===== config.mk =====
export PLATFORM = sky130hd
export DESIGN_NAME = irq_flag_ctrl
export DESIGN_NICKNAME = d
export VERILOG_FILES = /design/src/rtl/irqf_pkg.sv /design/src/rtl/irqf_sticky.sv /design/src/rtl/irqf_loadreg.sv /design/src/rtl/irqf_irq_gen.sv /design/src/rtl/irq_flag_ctrl.sv
export SDC_FILE = /design/constraint.sdc
export NUM_CORES = 1
export LEC_CHECK = 0
export BUFFER_PORTS_ARGS = -buffer_cell sky130_fd_sc_hd__buf_4
export CORE_UTILIZATION = 30
export CTS_CLUSTER_SIZE = 24
export DETAILED_ROUTE_END_ITERATION = 12
export PLACE_DENSITY_LB_ADDON = 0.2
export SYNTH_ARGS = -nofsm -noshare
export SYNTH_HDL_FRONTEND = slang
export SYNTH_SLANG_ARGS = --single-unit

===== constraint.sdc =====
create_clock -name clk -period 2 [get_ports clk]
set_input_delay 0.3 -clock clk [delete_from_list [all_inputs] [get_ports clk]]
set_output_delay 0.3 -clock clk [all_outputs]
set_load 0.01 [all_outputs]

===== src/rtl/irqf_pkg.sv =====
package irqf_pkg;
  localparam int NUM_EVT   = 6;
  localparam int MASK_W    = NUM_EVT + 1;
  localparam int FLAG_W    = 8;
  localparam int BIT_FRAME = 0;
  localparam int BIT_LOST  = 1;
  localparam int BIT_WCHG  = 2;
  localparam int BIT_LINK  = 3;
  localparam int BIT_ALTSC = 4;
  localparam int BIT_IDENT = 5;
  localparam int BIT_EXT   = 6;
  localparam int BIT_BUSY  = 7;

  // Map the three consuming accesses onto the flag bits they clear.
  function automatic logic [NUM_EVT-1:0] clear_vector(input logic bulk,
                                                      input logic status,
                                                      input logic finfo);
    logic [NUM_EVT-1:0] v;
    v = '0;
    v[BIT_FRAME] = bulk;
    v[BIT_WCHG]  = bulk;
    v[BIT_LOST]  = status;
    v[BIT_LINK]  = status;
    v[BIT_IDENT] = status;
    v[BIT_ALTSC] = finfo;
    return v;
  endfunction

  // Sticky update: the set term wins over the clear term.
  function automatic logic [31:0] sticky_next(input logic [31:0] cur,
                                              input logic [31:0] set,
                                              input logic [31:0] clr);
    return (cur & ~clr) | set;
  endfunction
endpackage


===== src/rtl/irqf_sticky.sv =====
module irqf_sticky #(
  parameter int W = 6
) (
  input  logic         clk,
  input  logic         rst_n,
  input  logic [W-1:0] set_i,
  input  logic [W-1:0] clr_i,
  output logic [W-1:0] q_o
);
  logic [31:0] nxt;

  always_comb begin
    nxt = irqf_pkg::sticky_next(32'(q_o), 32'(set_i), 32'(clr_i));
  end

  always_ff @(posedge clk or negedge rst_n) begin
    if (!rst_n) q_o <= '0;
    else        q_o <= nxt[W-1:0];
  end
endmodule


===== src/rtl/irqf_loadreg.sv =====
module irqf_loadreg #(
  parameter int W = 7
) (
  input  logic         clk,
  input  logic         rst_n,
  input  logic         wr_i,
  input  logic [W-1:0] d_i,
  output logic [W-1:0] q_o
);
  always_ff @(posedge clk or negedge rst_n) begin
    if (!rst_n)    q_o <= '0;
    else if (wr_i) q_o <= d_i;
  end
endmodule


===== src/rtl/irqf_irq_gen.sv =====
module irqf_irq_gen #(
  parameter int W = 7
) (
  input  logic         clk,
  input  logic         rst_n,
  input  logic [W-1:0] flags_i,
  input  logic [W-1:0] mask_i,
  input  logic         wait_i,
  input  logic         done_i,
  output logic         pend_o,
  output logic         irq_n_o
);
  assign pend_o = |(flags_i & mask_i);

  always_ff @(posedge clk or negedge rst_n) begin
    if (!rst_n)      irq_n_o <= 1'b1;
    else if (done_i) irq_n_o <= 1'b1;
    else             irq_n_o <= ~(pend_o | wait_i);
  end
endmodule


===== src/rtl/irq_flag_ctrl.sv =====
module irq_flag_ctrl #(
  parameter int EXT_W = 4
) (
  input  logic                       clk,
  input  logic                       rst_n,
  input  logic [irqf_pkg::NUM_EVT-1:0] evt_i,
  input  logic [EXT_W-1:0]           ext_evt_i,
  input  logic                       busy_i,
  input  logic                       mask_wr_i,
  input  logic [irqf_pkg::MASK_W-1:0] mask_wdata_i,
  input  logic                       ext_mask_wr_i,
  input  logic [EXT_W-1:0]           ext_mask_wdata_i,
  input  logic                       clr_bulk_i,
  input  logic                       clr_status_i,
  input  logic                       clr_finfo_i,
  input  logic [EXT_W-1:0]           ext_clr_i,
  input  logic                       xfer_done_i,
  input  logic                       payload_wait_i,
  output logic [irqf_pkg::FLAG_W-1:0] flags_o,
  output logic                       irq_n_o,
  output logic [EXT_W-1:0]           ext_flags_o
);
  import irqf_pkg::*;

  logic [NUM_EVT-1:0] clr_vec;
  logic [NUM_EVT-1:0] prim_q;
  logic [MASK_W-1:0]  mask_q;
  logic [EXT_W-1:0]   ext_mask_q;
  logic               ext_sum;
  logic               pend_w;

  assign clr_vec = clear_vector(clr_bulk_i, clr_status_i, clr_finfo_i);

  irqf_sticky #(.W(NUM_EVT)) u_prim (
    .clk(clk), .rst_n(rst_n), .set_i(evt_i), .clr_i(clr_vec), .q_o(prim_q)
  );

  irqf_sticky #(.W(EXT_W)) u_ext (
    .clk(clk), .rst_n(rst_n), .set_i(ext_evt_i), .clr_i(ext_clr_i), .q_o(ext_flags_o)
  );

  irqf_loadreg #(.W(MASK_W)) u_mask (
    .clk(clk), .rst_n(rst_n), .wr_i(mask_wr_i), .d_i(mask_wdata_i), .q_o(mask_q)
  );

  irqf_loadreg #(.W(EXT_W)) u_ext_mask (
    .clk(clk), .rst_n(rst_n), .wr_i(ext_mask_wr_i), .d_i(ext_mask_wdata_i),
    .q_o(ext_mask_q)
  );

  assign ext_sum = |(ext_flags_o & ext_mask_q);

  assign flags_o = {busy_i, ext_sum, prim_q};

  irqf_irq_gen #(.W(MASK_W)) u_irq (
    .clk(clk), .rst_n(rst_n), .flags_i(flags_o[MASK_W-1:0]), .mask_i(mask_q),
    .wait_i(payload_wait_i), .done_i(xfer_done_i), .pend_o(pend_w),
    .irq_n_o(irq_n_o)
  );
endmodule


# Yosys cells after proc, flatten, opt, wreduce, memory -nomap -nowiden
# Index checks and enable logic that the tools add are counted.
# op_classes
mux	1
n_bitwise	10
n_reduce_logical	2
# ops
cell	count
bitwise AND 4 bit	2
bitwise AND 7 bit	1
OR reduction 7 bit	1
bitwise AND 6 bit	1
inverter 6 bit	1
OR 6 bit	1
inverter 4 bit	1
OR 4 bit	1
OR reduction 4 bit	1
2-to-1 mux 1 bit	1
inverter 1 bit	1
OR 1 bit	1
# word_totals
regBits	22
inputBits	35
out_inout_bits	13
elab_cells	18

# Longest topological paths before layout
# logic_depth
word_depth	7
mapped_depth	3
ltp_nobuf	3

# By module
# Synthesis repeated with hierarchy kept, for this count alone.
# unflattened
cells_unflattened	65
hier_area_um2	903.4
# modules_own_cells
module	n_inst	cells_each	area_each_um2	seq_area_each_um2
irqf_loadreg (u_mask)	1	15	291.5	175.2
irqf_sticky (u_prim)	1	18	217.7	150.1
irqf_loadreg (u_ext_mask)	1	8	145.1	100.1
irqf_sticky (u_ext)	1	12	145.1	100.1
irqf_irq_gen	1	7	70.1	26.3
irq_flag_ctrl	1	5	33.8	0.0

# Least setup slack after synthesis
# OpenSTA, ideal clock, no wires.
# synth_path
kind	register -> output
start	register u_ext.q_o[2]
end	output flags_o[6] (netlist name)
arrival_time_ns	0.817
required_ns	1.700
slack_ns	0.883
path_stages_with_launch	4
path_buffers	1
path_cell_list	dfrtp_1 -> a22oi_1 -> nand2_1 -> buf_4
# synth_between
elab_chain_len	2
# synth_rtl
item	line_no	rtl
from (decl)	irqf_sticky.sv:8	output logic [W-1:0] q_o
from (signal assigned)	irqf_sticky.sv:18	else q_o <= nxt[W-1:0];
bitwise AND 4 bit	irq_flag_ctrl.sv:51	assign ext_sum = |(ext_flags_o & ext_mask_q);
OR reduction 4 bit	irq_flag_ctrl.sv:51	
to (decl)	irq_flag_ctrl.sv:19	output logic [irqf_pkg::FLAG_W-1:0] flags_o,
# Every way passes these cells.

# Worst setup path after layout
# Ends and elaborated chain as after synthesis.

==> results_dict.tcl <==
set metrics [dict create \
    outcome "finished clean" \
    yosys_warning_count 0 \
    routedWlPerCell_um 12.03 \
    min_period_ns 1.519 \
    post-synth-top-area-cell "dfrtp_1" \
    worstSetupStartpointType "flop" \
    slowest_stage "dfrtp_1" \
    max_cap_violations 0 \
    drt_pass1_iterations 4 \
    synthesis.area_um2 858.3 \
    hold_path_end "u_ext.q_o[3]" \
    holdCritPathClass "primary input to flop" \
    grt_pass1_wl_um 2822 \
    synth_cell_type_count 14 \
    r2r.worst_path.cells 3 \
    post-route-util_pct 46.13 \
    timing.hold.worst.start "ext_evt_i[3]" \
    grt_max_degree 23 \
    cp_max_stage_delay_ns 0.42 \
    vias 621 \
    synthesis.nets 97 \
    detail_route.wirelength_um 1684 \
    gr-total-overflow 0 \
    final_nets 145 \
    peakVddDrop_uv 388.6 \
    clock_skew_ns 0.0008781 \
    syn_avg_cell_area_um2 13.84 \
    post_cts_buffers 0 \
    final_gp_congestion 0.6748 \
    port_buffers 45 \
    yosys.area_share.adder_pct 0 \
    crit-reg2reg-capture "u_irq.irq_n_o" \
    post-route-period-util_pct 75.94 \
    cts.clk_slew.worst_paths_ns 0.12 \
    fillers 250 \
    drc 0 \
    yosys-top-cells-count "21 x dfrtp_1, 11 x mux2_2, 10 x a21o_1" \
    clock_sinks 22 \
    design_area_mm2 0.001261 \
    synth_top_family_by_area "compound AO/OA/AOI/OAI gates" \
    drt-vias-per-instance 4.436 \
    most_common_cell_in_the_synthesized_netlist "dfrtp_1" \
    timing.critical_path.fanout_max 3 \
    number_of_antenna_diodes 0 \
    critical_path.reg2reg.startpoint "u_prim.q_o[5]" \
    grt_antenna_before_repair 0 \
    worst_setup_path_end_kind "output port" \
    power.switching_w 0.0002048 \
    reg2reg_setup_slack_ns 0.93 \
    cts-root-to-sink-buffers 2 \
    root_buffer "clkbuf_4" \
    fp.coreArea_mm2 0.002734 \
    timing.final.hold_violations 0 \
    yosys.area_share.simple_pct 1.020 \
    clock_insertion_delay_worst_skew_ns 0.30 \
    first_global_vias 640 \
    data_required_time_at_the_worst_endpoint_ns 1.70 \
    die_w_um 55.49 \
    cts_buffers 3 \
    die_y_um 55.49 \
    final.setup.tns_ns 0 \
    design.portCount 48 \
    yosys-mux-area-fraction_pct 14.43 \
    ys_ff_latch 22 \
    grt_use_total_pct 12.12 \
    async_flop_share_pct 100.0 \
    finalSetupViolations 0 \
    slew_headroom_pct 81.44 \
    synth_xor_xnor_area_share_pct 0 \
    hold_path_depth 2 \
    power.static_leakage_nw 0.6406 \
    combPwrFrac_pct 17.1 \
    dp_hpwl_um 1340 \
    cell_internal_pwr_w 0.0006935 \
    post_synth_inst_count 62 \
    synthToLayoutAreaGrowth_pct 46.94 \
    grt_setup_unrepaired "no" \
    fraction_of_final_layout_cells_with_drive_strength_greater_than_1_pct 55.96 \
    clock.fmax_mhz 658.4 \
    drt_first_iter_violations 15 \
    clockPowerShare_pct 26.7 \
    compound_cell_area_share_of_the_yosys_netlist_pct 14.87 \
    seq_area_frac_synth_pct 64.29 \
    timing_worst_setup_path_type "flop to output port" \
    cts_max_level 1 \
    initial_utilization_pct 31.40 \
    final_max_slew_viol_count 0 \
    core.rowCount 19 \
    worstSetupStartpoint "u_ext.q_o[2]" \
    ys_top_cells_by_area "dfrtp_1 61%, mux2_2 14%, a21o_1 8.7%" \
    critPathArrivalTime_ns 1.22 \
    synth-edff-count 0 \
    power.switching_fraction_pct 22.80 \
    tightest_slew_ns 0.2783 \
    power_per_cell_area_mw_per_mm2 712.3 \
    ys.flop_type "dfrtp_1" \
    cts_tree "done" \
    seqPwrFrac_pct 56.2 \
    post_dp_cell_area_mm2 0.001215 \
    drtAntennaViolNets 0 \
    worstPathCellList "a22oi_1 > nand2_1 > buf_4" \
    die_area_mm2 0.003079 \
    synth_top_cell_area_share_pct 61.22 \
]
metrics by stage:
step / hold slack, ns / instances / worst slack (ns) / total power (W)
detailed placement: 0.2062 / 135 / 0.8268 / 0.0006703
finish: 0.1649 / 140 / 0.4812 / 0.0008984
global route: 0.1403 / 140 / 0.3808 / 0.0009493
global placement: 0.2060 / 135 / 0.8404 / 0.0006659
CTS: 0.1501 / 140 / 0.4673 / 0.0009151
floorplan: 0.004409 / 62 / 0.8834 / 0.0005762
worst max-delay path: cells and delay by family (launching register included):
family / cells / cell delay, ns
flops: 1 / 0.42
simple gates: 1 / 0.09
compound gates: 1 / 0.27
buf+inv: 1 / 0.15
cell type report:
type	instances	area [µm²]	area share, %
Sequential cell	22	551.8	43.75
Inverter	7	26.28	2.083
Clock buffer	4	36.28	2.877
Tap cell	31	38.79	3.075
Multi-Input combinational cell	30	260.3	20.63
Timing Repair Buffer	46	347.8	27.58
how the worst max path moves through the flow:
| stage | endpoint | depth (start not counted) |
|---|---|---|
| 5_1_grt | flags_o[6] | 3 |
| 2_1_floorplan | flags_o[6] | 3 |
| 3_3_place_gp | flags_o[6] | 3 |
| 6_report | flags_o[6] | 3 |
| 3_5_place_dp | flags_o[6] | 3 |
| 4_1_cts | flags_o[6] | 3 |
layer usage:
| metal | vias up | share of wire [%] | global-route usage (%) |
|---|---|---|---|
| met5 | - | 0 | 0 |
| met4 | 0 | 1.2 | 6.429 |
| met3 | 2 | 7.5 | 4.215 |
| met2 | 25 | 48 | 17.56 |
| met1 | 284 | 43 | 15.95 |
| li1 | 310 | - | - |
timing repair:
item / in CTS / in global routing
hold buffers: 1 / 0
resized for setup: 0 / 0
hold endpoints to repair: 21 / 0
sequential cells by signal (all words and copies together) (netlist names):
name            count
u_mask.q_o          7
u_prim.q_o          6
u_ext.q_o           4
u_ext_mask.q_o      4
u_irq.irq_n_o       1
cell families (layout without fill, tap and decap cells):
kind of cell	after synthesis	in the layout
flip-flops	22	22
AO/OA/AOI/OAI	17	17
multiplexers	11	11
buffers and inverters	10	57
AND/OR/NAND/NOR	2	2
cells in the final DEF, fill, tap and decap left out:
cell type and instances:
buf_4 45, nand3_1 1, dlygate4sd3_1 1, dfstp_2 1
a21oi_1 1, a21o_1 10, dfrtp_1 21, inv_1 7
o21bai_1 1, a222oi_1 1, nand2_1 1, a22oi_1 3
clkbuf_8 1, a21boi_0 1, clkbuf_4 3, mux2_2 11
power by group through the flow:
stage          Clock [W]  Sequential [W]  Combinational, W
3_5_place_dp           0        0.000515          0.000155
3_3_place_gp           0        0.000513          0.000153
2_1_floorplan          0        0.000517         0.0000596
6_report        0.000240        0.000505          0.000153
5_1_grt         0.000270        0.000511          0.000168
4_1_cts         0.000252        0.000506          0.000157
Power figures use the tool's default switching activity.
